File: src/rtl/rb_pkg.sv
package rb_pkg;
    localparam int EVT_W    = 2;
    localparam int EVT_DONE = 0;
    localparam int EVT_BUSY = 1;
endpackage

File: src/rtl/rb_desc_store.sv
module rb_desc_store import rb_pkg::*; #(
    parameter int NUM_DESC = 8,
    parameter int LEN_W    = 16,
    parameter int IDX_W    = 8,
    parameter bit IS_RX    = 1'b1,
    localparam int PW      = $clog2(NUM_DESC),
    localparam int DW      = 3 + LEN_W + IDX_W
) (
    input  logic             clk_i,
    input  logic             rst_ni,
    input  logic             wr_en_i,
    input  logic [PW-1:0]    wr_addr_i,
    input  logic [DW-1:0]    wr_data_i,
    input  logic [PW-1:0]    rd_addr_i,
    output logic [DW-1:0]    rd_data_o,
    input  logic [PW-1:0]    ptr_i,
    input  logic             cmp_en_i,
    input  logic [LEN_W-1:0] cmp_len_i,
    input  logic [PW-1:0]    nxt_ptr_i,
    output logic [DW-1:0]    cur_o,
    output logic             nxt_rdy_o
);
    typedef struct packed {
        logic             rdy;
        logic             ien;
        logic             wrap;
        logic [LEN_W-1:0] len;
        logic [IDX_W-1:0] bidx;
    } desc_t;

    typedef struct packed {
        desc_t [NUM_DESC-1:0] ent;
    } st_t;

    st_t st_d, st_q;
    logic [LEN_W-1:0] len_upd;
    logic             len_take;

    generate
        if (IS_RX) begin : g_rx_len
            assign len_take = 1'b1;
        end else begin : g_tx_len
            assign len_take = 1'b0;
        end
    endgenerate

    always_comb begin
        st_d = st_q;
        if (wr_en_i && int'(wr_addr_i) < NUM_DESC) begin
            st_d.ent[wr_addr_i] = desc_t'(wr_data_i);
        end
        len_upd = st_d.ent[ptr_i].len;
        if (len_take) begin
            len_upd = cmp_len_i;
        end
        if (cmp_en_i) begin
            st_d.ent[ptr_i].rdy = 1'b0;
            st_d.ent[ptr_i].len = len_upd;
        end
    end

    always_ff @(posedge clk_i or negedge rst_ni) begin
        if (!rst_ni) begin
            st_q <= '0;
        end else begin
            st_q <= st_d;
        end
    end

    assign rd_data_o = st_q.ent[rd_addr_i];
    assign cur_o     = st_q.ent[ptr_i];
    assign nxt_rdy_o = st_d.ent[nxt_ptr_i].rdy;


    cmp_clr_chk: assert property (@(posedge clk_i) disable iff (!rst_ni)
        cmp_en_i |=> !st_q.ent[$past(ptr_i)].rdy);


    wr_store_chk: assert property (@(posedge clk_i) disable iff (!rst_ni)
        (wr_en_i && !(cmp_en_i && wr_addr_i == ptr_i))
        |=> st_q.ent[$past(wr_addr_i)] == $past(wr_data_i));

    generate
        if (IS_RX) begin : g_rx_chk

            rx_len_chk: assert property (@(posedge clk_i) disable iff (!rst_ni)
                cmp_en_i |=> st_q.ent[$past(ptr_i)].len == $past(cmp_len_i));
        end
    endgenerate
endmodule

File: src/rtl/rb_ptr_ctrl.sv
module rb_ptr_ctrl import rb_pkg::*; #(
    parameter int NUM_DESC = 8,
    parameter bit IS_RX    = 1'b1,
    localparam int PW      = $clog2(NUM_DESC)
) (
    input  logic             clk_i,
    input  logic             rst_ni,
    input  logic             done_i,
    input  logic             cur_rdy_i,
    input  logic             cur_wrap_i,
    input  logic             cur_ien_i,
    input  logic             nxt_rdy_i,
    output logic [PW-1:0]    ptr_o,
    output logic [PW-1:0]    nxt_ptr_o,
    output logic             adv_o,
    output logic [EVT_W-1:0] set_o
);
    localparam logic [PW-1:0] LAST = PW'(NUM_DESC - 1);

    typedef struct packed {
        logic [PW-1:0] ptr;
    } st_t;

    st_t st_d, st_q;

    assign adv_o     = done_i && cur_rdy_i;
    assign nxt_ptr_o = (cur_wrap_i || st_q.ptr == LAST) ? '0 : st_q.ptr + 1'b1;

    always_comb begin
        st_d = st_q;
        if (adv_o) begin
            st_d.ptr = nxt_ptr_o;
        end
    end

    always_comb begin
        set_o           = '0;
        set_o[EVT_DONE] = adv_o && cur_ien_i;
        set_o[EVT_BUSY] = IS_RX && adv_o && !nxt_rdy_i;
    end

    always_ff @(posedge clk_i or negedge rst_ni) begin
        if (!rst_ni) begin
            st_q <= '0;
        end else begin
            st_q <= st_d;
        end
    end

    assign ptr_o = st_q.ptr;


    wrap_zero_chk: assert property (@(posedge clk_i) disable iff (!rst_ni)
        (adv_o && cur_wrap_i) |=> st_q.ptr == '0);


    ptr_hold_chk: assert property (@(posedge clk_i) disable iff (!rst_ni)
        !adv_o |=> $stable(st_q.ptr));
endmodule

File: src/rtl/rb_evt_unit.sv
module rb_evt_unit import rb_pkg::*; (
    input  logic             clk_i,
    input  logic             rst_ni,
    input  logic [EVT_W-1:0] set_i,
    input  logic [EVT_W-1:0] clr_i,
    input  logic             mask_we_i,
    input  logic [EVT_W-1:0] mask_i,
    output logic [EVT_W-1:0] evt_o,
    output logic             irq_o
);
    typedef struct packed {
        logic [EVT_W-1:0] evt;
        logic [EVT_W-1:0] mask;
    } st_t;

    st_t st_d, st_q;

    always_comb begin
        st_d     = st_q;
        st_d.evt = (st_q.evt & ~clr_i) | set_i;
        if (mask_we_i) begin
            st_d.mask = mask_i;
        end
    end

    always_ff @(posedge clk_i or negedge rst_ni) begin
        if (!rst_ni) begin
            st_q <= '0;
        end else begin
            st_q <= st_d;
        end
    end

    assign evt_o = st_q.evt;
    assign irq_o = |(st_q.evt & st_q.mask);

    for (genvar b = 0; b < EVT_W; b++) begin : g_evt_chk

        keep_chk: assert property (@(posedge clk_i) disable iff (!rst_ni)
            (st_q.evt[b] && !clr_i[b]) |=> st_q.evt[b]);

        clr_chk: assert property (@(posedge clk_i) disable iff (!rst_ni)
            (clr_i[b] && !set_i[b]) |=> !st_q.evt[b]);

        set_chk: assert property (@(posedge clk_i) disable iff (!rst_ni)
            set_i[b] |=> st_q.evt[b]);
    end
endmodule

File: src/rtl/rb_ring_seq.sv
module rb_ring_seq import rb_pkg::*; #(
    parameter int NUM_DESC = 8,
    parameter int LEN_W    = 16,
    parameter int IDX_W    = 8,
    parameter bit IS_RX    = 1'b1,
    localparam int PW      = $clog2(NUM_DESC),
    localparam int DW      = 3 + LEN_W + IDX_W
) (
    input  logic             clk_i,
    input  logic             rst_ni,
    input  logic             host_we_i,
    input  logic [PW-1:0]    host_waddr_i,
    input  logic [DW-1:0]    host_wdata_i,
    input  logic [PW-1:0]    host_raddr_i,
    output logic [DW-1:0]    host_rdata_o,
    input  logic [EVT_W-1:0] evt_clr_i,
    input  logic             mask_we_i,
    input  logic [EVT_W-1:0] mask_wdata_i,
    input  logic             dp_done_i,
    input  logic [LEN_W-1:0] dp_len_i,
    output logic             cur_ready_o,
    output logic [PW-1:0]    cur_ptr_o,
    output logic [LEN_W-1:0] cur_len_o,
    output logic [IDX_W-1:0] cur_buf_o,
    output logic [EVT_W-1:0] evt_o,
    output logic             irq_o
);
    localparam int RDY_B  = DW - 1;
    localparam int IEN_B  = DW - 2;
    localparam int WRAP_B = DW - 3;

    logic [DW-1:0]    cur_w;
    logic [PW-1:0]    ptr_w;
    logic [PW-1:0]    nxt_ptr_w;
    logic             nxt_rdy_w;
    logic             adv_w;
    logic [EVT_W-1:0] set_w;

    rb_desc_store #(
        .NUM_DESC(NUM_DESC), .LEN_W(LEN_W), .IDX_W(IDX_W), .IS_RX(IS_RX)
    ) u_store (
        .clk_i     (clk_i),
        .rst_ni    (rst_ni),
        .wr_en_i   (host_we_i),
        .wr_addr_i (host_waddr_i),
        .wr_data_i (host_wdata_i),
        .rd_addr_i (host_raddr_i),
        .rd_data_o (host_rdata_o),
        .ptr_i     (ptr_w),
        .cmp_en_i  (adv_w),
        .cmp_len_i (dp_len_i),
        .nxt_ptr_i (nxt_ptr_w),
        .cur_o     (cur_w),
        .nxt_rdy_o (nxt_rdy_w)
    );

    rb_ptr_ctrl #(
        .NUM_DESC(NUM_DESC), .IS_RX(IS_RX)
    ) u_ptr (
        .clk_i      (clk_i),
        .rst_ni     (rst_ni),
        .done_i     (dp_done_i),
        .cur_rdy_i  (cur_w[RDY_B]),
        .cur_wrap_i (cur_w[WRAP_B]),
        .cur_ien_i  (cur_w[IEN_B]),
        .nxt_rdy_i  (nxt_rdy_w),
        .ptr_o      (ptr_w),
        .nxt_ptr_o  (nxt_ptr_w),
        .adv_o      (adv_w),
        .set_o      (set_w)
    );

    rb_evt_unit u_evt (
        .clk_i     (clk_i),
        .rst_ni    (rst_ni),
        .set_i     (set_w),
        .clr_i     (evt_clr_i),
        .mask_we_i (mask_we_i),
        .mask_i    (mask_wdata_i),
        .evt_o     (evt_o),
        .irq_o     (irq_o)
    );

    assign cur_ready_o = cur_w[RDY_B];
    assign cur_ptr_o   = ptr_w;
    assign cur_len_o   = cur_w[IDX_W +: LEN_W];
    assign cur_buf_o   = cur_w[IDX_W-1:0];


    stall_ignore_chk: assert property (@(posedge clk_i) disable iff (!rst_ni)
        (dp_done_i && !cur_ready_o && !host_we_i && evt_clr_i == '0)
        |=> $stable(evt_o) && $stable(cur_ptr_o));
endmodule

File: config.mk
export PLATFORM = sky130hd
export DESIGN_NAME = rb_ring_seq
export DESIGN_NICKNAME = d
export VERILOG_FILES = /design/src/rtl/rb_pkg.sv /design/src/rtl/rb_desc_store.sv /design/src/rtl/rb_ptr_ctrl.sv /design/src/rtl/rb_evt_unit.sv /design/src/rtl/rb_ring_seq.sv
export SDC_FILE = /design/constraint.sdc
export NUM_CORES = 1
export LEC_CHECK = 0
export ABC_AREA = 0
export BUFFER_PORTS_ARGS = -buffer_cell sky130_fd_sc_hd__buf_2
export CAP_MARGIN = 10
export CORE_MARGIN = 4
export CORE_UTILIZATION = 61
export DETAILED_ROUTE_END_ITERATION = 8
export PLACE_DENSITY = 0.81
export SETUP_SLACK_MARGIN = 0.1
export SKIP_CTS_REPAIR_TIMING = 1
export SYNTH_ARGS = -nofsm -noshare
export SYNTH_HDL_FRONTEND = slang
export SYNTH_HIERARCHICAL = 1
export SYNTH_SLANG_ARGS = --single-unit
export TNS_END_PERCENT = 5
File: constraint.sdc
create_clock -name clk_i -period 3.5 [get_ports clk_i]
set_input_delay 0.35 -clock clk_i [delete_from_list [all_inputs] [get_ports clk_i]]
set_output_delay 0.35 -clock clk_i [all_outputs]
set_load 0.03 [all_outputs]
==> results of run 1 <==
==> per-layer routing <==
metal	vias to the layer above	share of wire, %
met5	-	0.072
met4	4	3.2
met3	99	9.8
met2	607	47
met1	5095	40
li1	4403	-
==> through the flow <==
step	utilization [%]	instances	instance area [um2]	hold WS [ns]	worst slack, ns
3_5_place_dp	65.3	1453	13800	0.431	0.465
5_1_grt	69.5	1501	14700	0.0640	0.172
6_report	69.5	1501	14700	0.0764	0.276
4_1_cts	69.4	1499	14600	-0.119	0.292
2_1_floorplan	-	1158	13100	0.0544	0.141
3_3_place_gp	65.3	1453	13800	0.425	0.559
==> path summary, 6_finish.rpt <==
kind / slack (ns) / start / cells after the start / to
max in group asynchronous: 2.09 / rst_ni / 3 / async pin
worst min-delay path: 0.08 / mask_wdata_i[0] / 2 / u_evt/st_q[0]$_DFFE_PN0P_
worst max-delay path: 0.28 / u_ptr/ptr_o[0]$_DFFE_PN0P_ / 6 / cur_len_o[10]
min in group asynchronous: 0.46 / rst_ni / 2 / async pin
worst max register to register: 0.46 / u_ptr/ptr_o[1]$_DFFE_PN0P_ / 10 / u_evt/evt_o[1]$_DFF_PN0_
worst min register to register: 0.51 / u_evt/st_q[1]$_DFFE_PN0P_ / 1 / u_evt/st_q[1]$_DFFE_PN0P_
==> area by class of cell <==
| type | count | share of cell area, % |
|---|---|---|
| diodes | 1 | 0.0171 |
| well taps | 275 | 2.35 |
| clock buffers | 28 | 4.55 |
| clock inverters | 18 | 1.34 |
| repair buffers | 156 | 6.30 |
| inverters | 4 | 0.102 |
| multi-input cells | 796 | 47.2 |
| flip-flops and latches | 223 | 38.1 |
==> logic make-up after synthesis <==
family	count (synthesis)	share of synthesized area, %
compound gates	234	11.0
fa+ha+maj	2	0.191
buf+inv	139	4.67
flops	223	42.6
mux	367	35.0
simple gates	193	6.51
==> power by group through the flow <==
stage               Sequential (mW)  Combinational [mW]  Clock [mW]
floorplan                      4.07                3.95           0
global placement               4.34                4.99           0
detailed placement             4.39                5.12           0
CTS                            4.37                5.15        2.79
global route                   4.52                5.55        2.91
finish                         4.42                5.20        2.76
==> critical path, stage by stage (launching register included) <==
cell     delay, ns
dfrtp_4       0.69
buf_4         0.46
nor2b_1       0.58
nand2_1       0.10
o21ai_0       0.10
a221o_1       0.20
buf_2         0.21
==> layout by cell type (no fill, tap or decap), types with 4 or more instances in the layout <==
cell type	n
inv_1	4
dfrtp_1	220
a31oi_1	11
bufinv_16	4
a22oi_1	24
nor2_1	86
clkinv_2	12
o22ai_1	14
nand4b_1	5
nand2_1	77
a221oi_1	28
and3_1	5
mux4_2	56
buf_4	39
mux2i_1	150
o21ai_0	66
buf_2	113
clkbuf_16	25
o221ai_1	9
a21oi_1	71
mux2_2	159
==> out/qor.txt, run 1 <==
Mapped Nets: 1,218
Min Tclk post-route: 3.22 ns
Commonest cells post-synth: dfrtp_1 (223), mux2_2 (159), mux2i_1 (150), nor2_1 (86), nand2_1 (77)
Yosys cell types: 43
Worst slew pin tran: 0.923 ns
Layout cell share with drive strength beyond 1: 35.2%
Slew headroom: 38.5%
Skew final: 0.0300 ns
Final setup fails: 0
Core area: 21,100 um2
Met2 GRT Util: 49.9%
Final nets: 1,266
CP arrival: 2.87 ns
Synth warn: 6
Clock share of power: 22.3%
Via Count: 10,200
Congestion Overflow GR: 0
Largest area contributor in the netlist: dfrtp_1
Total track usage: 31.1%
Req. time, crit path: 3.15 ns
Cell leakage power: 6.43 nW
Share of the synthesized area in the top cell type: 42.6%
Fmax achieved: 0.310 GHz
Global routing usage on met1: 42.9%
FP Rows: 53
Routed Antenna Nets: 0
Total power draw: 12.4 mW
CP endpoint kind: output port
Die X-Extent: 155 um
Pin count of the biggest net entering global routing: 94
Cell Int Power: 7.49 mW
CTS buffer count: 25
CTS clk-pin slew, worst paths: 0.06 ns
Post-synthesis cell area: 13,100 um2
Avg Inst Size Synth: 11.3 um2
Seq/Total Area, Yosys: 42.6%
DRC: 0
Drt initial violations: 1,188
TritonCTS clock tree: built
Root Buffer: clkbuf_16
Setup TNS: 0 ns
I/O Pins: 116
Final hold vios: 0
GPL Wtd Cong: 0.858
Met3 Resource Use GR: 6.46%
Area grow syn2layout: 11.9%
Avg Vias per Cell: 6.80
PortBufs: 115
Ys flop type: dfrtp_1
FF+latch area: 5590 um2
GRT busiest layer: met2
Drt wl/cell: 25.2 um
Switching part of the total power: 39.5%
Kind of critical path: register to output port
Unrepaired setup endpoints after global routing: no
Die area: 23,900 um2
Initial core utilization: 62.1%
Synth async-reset ratio: 100%
Sequential power share: 35.7%
Outcome: finished, final reports clean
Clock sinks: 223
Post-Synthesis Cells: 1,158
Worst-Skew Late Latency: 0.54 ns
MaxCap Viol Count: 0
HPWL after DPL: 22,000 um
Cells taking the most area after synthesis: dfrtp_1 (43%), mux2_2 (14%), mux2i_1 (11%)
Max VDD drop: 0.475 mV
CP Launch Type: register
First-pass GRT wire length: 58,500 um
Max-slew violations: 0
Die Span Y: 155 um
Post-synth EDFFs: 0
Multi-input gate area in the final layout: 6920 um2
Vias in the first global route: 10,200
Fill cell count: 1,540
Switch Pwr: 4.89 mW
Htree depth: 1
Most common cell in the synthesized netlist: dfrtp_1
Final period util: 92.1%
Worst-path fanout max: 35
Drt first pass iters: 7
#FFs+latches synth: 223
Cell Pwr Density: 845 nW/um2
Antenna violations before repair: 3
Hold Path Class: input port to register
Logic pwr share: 42.0%
Final WL: 37,800 um
Max clock buf depth: 3
(Power assumes the default switching activity.)
==> run 2: changes to the inputs <==
--- a/config.mk
+++ b/config.mk
@@ -7,13 +7,15 @@
 export LEC_CHECK = 0
 export ABC_AREA = 0
 export BUFFER_PORTS_ARGS = -buffer_cell sky130_fd_sc_hd__buf_2
-export CAP_MARGIN = 10
+export CAP_MARGIN = 20
 export CORE_MARGIN = 4
-export CORE_UTILIZATION = 61
+export CORE_UTILIZATION = 62
+export CTS_BUF_LIST = sky130_fd_sc_hd__clkbuf_8
 export DETAILED_ROUTE_END_ITERATION = 8
-export PLACE_DENSITY = 0.81
+export PLACE_DENSITY = 0.83
 export SETUP_SLACK_MARGIN = 0.1
 export SKIP_CTS_REPAIR_TIMING = 1
+export SLEW_MARGIN = 20
 export SYNTH_ARGS = -nofsm -noshare
 export SYNTH_HDL_FRONTEND = slang
 export SYNTH_HIERARCHICAL = 1
==> out/qor.txt, run 2 (synthesis gave the netlist of run 1 again) <==
CP endpoint kind: output port
Congestion Overflow GR: 0
Avg Vias per Cell: 6.77
Total power draw: 12.0 mW
Setup TNS: 0 ns
Vias in the first global route: 10,600
CP Launch Type: register
Crit path max-delay family: buffers and inverters
R2r startpoint: u_ptr/ptr_o[0]$_DFFE_PN0P_
Final hold vios: 0
Fmax achieved: 0.317 GHz
Logic pwr share: 43.5%
ANT cells: 0
Flop2flop setup slack: 0.46 ns
Antenna violations before repair: 1
Pin count of the biggest net entering global routing: 92
Hold path depth: 2
Via Count: 10,300
PortBufs: 115
Drt wl/cell: 24.7 um
Placement Setup Slack: 0.513 ns
Core area: 20,500 um2
Final nets: 1,280
Clock sinks: 223
Min Tclk post-route: 3.15 ns
Final period util: 90.1%
Req. time, crit path: 3.15 ns
Max VDD drop: 0.509 mV
Worst slew pin tran: 0.881 ns
Htree depth: 2
Outcome: finished, final reports clean
TritonCTS clock tree: built
CP arrival: 2.80 ns
Final WL: 37,500 um
CTS buffer count: 38
Total track usage: 31.4%
Switching part of the total power: 40.6%
Fill cell count: 1,498
CP peak stage delay: 0.64 ns
Worst Reg2Reg Path Length in Cells: 11
Cell Int Power: 7.14 mW
Area grow syn2layout: 11.1%
First-pass GRT wire length: 59,200 um
Final setup fails: 0
Unrepaired setup endpoints after global routing: no
GPL Wtd Cong: 0.935
HPWL after DPL: 23,000 um
HP Start: mask_wdata_i[0]
CTS clk-pin slew, worst paths: 0.06 ns
Hold Path Class: input port to register
Post-route cell area: 14,500 um2
DRC: 0
Sequential power share: 36.6%
Crit path cell chain: and2_1 > buf_4 > a22oi_1 > o22ai_1 > buf_2
Worst reg2reg path endpoint: u_evt/evt_o[1]$_DFF_PN0_
Max-slew violations: 0
Die Span Y: 153 um
Slew headroom: 41.3%
Cell leakage power: 6.42 nW
Drt initial violations: 1,084
Critical path's slowest cell: dfrtp_2
WP buf/inv: 2
Most common cell after layout, fill and taps aside: dfrtp_1
Switch Pwr: 4.88 mW
Worst-path fanout max: 19
Skew final: 0.0229 ns
Worst Hold End: u_evt/st_q[0]$_DFFE_PN0P_
Kind of critical path: register to output port
Placed Area: 13,800 um2
Routed Antenna Nets: 0
Initial core utilization: 63.9%
Clock share of power: 19.9%
Cell Pwr Density: 827 nW/um2
Die area: 23,500 um2
FP Rows: 52
Setup ws final: 0.347 ns
Max clock buf depth: 3
Root Buffer: clkbuf_8
MaxCap Viol Count: 0
Drt first pass iters: 5
I/O Pins: 116
Die X-Extent: 153 um
Worst-Skew Late Latency: 0.54 ns
Commonest cells after routing, fill and taps aside: dfrtp_1 (220), mux2_2 (159), mux2i_1 (150)
Layout cell share with drive strength beyond 1: 35.5%
## run 2: cell count changes in the layout (fill, tap and decap cells not counted), sizes merged
| cell | before | now |
|---|---|---|
| clkbuf | 28 | 52 |
| bufinv | 4 | 0 |
| buf | 155 | 156 |
| inv | 5 | 13 |
| diode | 1 | 0 |
| clkinv | 12 | 2 |
## run 2: worst max-delay path by stage
stage,from,end,slack [ns],cells after the start
after global routing,u_ptr/ptr_o[1]$_DFFE_PN0P_,cur_len_o[0],0.24,5
after floorplan,u_ptr/ptr_o[0]$_DFFE_PN0P_,u_evt/evt_o[1]$_DFF_PN0_,0.14,15
after global placement,u_ptr/ptr_o[1]$_DFFE_PN0P_,u_evt/evt_o[1]$_DFF_PN0_,0.64,10
final,u_ptr/ptr_o[1]$_DFFE_PN0P_,cur_len_o[0],0.35,5
after detailed placement,u_ptr/ptr_o[1]$_DFFE_PN0P_,u_evt/evt_o[1]$_DFF_PN0_,0.51,10
after CTS,u_ptr/ptr_o[1]$_DFFE_PN0P_,cur_len_o[0],0.39,5
## run 2: layout make-up
cell class | count | area [um2] | area share (%)
Multi-Input combinational cell | 796 | 6920 | 47.6
Sequential cell | 223 | 5590 | 38.4
Timing Repair Buffer | 157 | 918 | 6.31
Clock buffer | 52 | 716 | 4.92
Tap cell | 270 | 338 | 2.32
Clock inverter | 12 | 51.3 | 0.353
Inverter | 4 | 15.0 | 0.103
## run 2: per-layer routing
metal	global-route usage (%)	vias to the layer above	part of all wire, %	routed length, um
li1	-	4427	-	-
met1	43.8	5084	40	14900
met2	48.6	638	46	17400
met3	7.07	105	11	3990
met4	12.0	2	3.0	1120
met5	0	-	0.043	16
## run 2: per-stage QoR
stage | util (%) | std cells | hold WS, ns
finish | 71.0 | 1514 | 0.0583
global route | 71.0 | 1514 | 0.0419
CTS | 70.9 | 1513 | -0.178
detailed placement | 67.2 | 1449 | 0.401
global placement | 67.2 | 1449 | 0.405
floorplan | - | 1158 | 0.0544
## run 2: worst reg2reg max path: cells and delay by family (launching register included)
family	cells	cell delay (ns)
flip-flops	1	0.63
AND/OR/NAND/NOR	4	0.69
buffers and inverters	1	0.34
AO/OA/AOI/OAI	6	1.27
## run 2: power groups by stage
stage          logic (mW)  clock network (mW)  registers [mW]
2_1_floorplan        3.95                   0            4.07
3_3_place_gp         5.02                   0            4.33
3_5_place_dp         5.16                   0            4.39
4_1_cts              5.18                2.42            4.36
5_1_grt              5.59                2.53            4.50
6_report             5.23                2.39            4.41
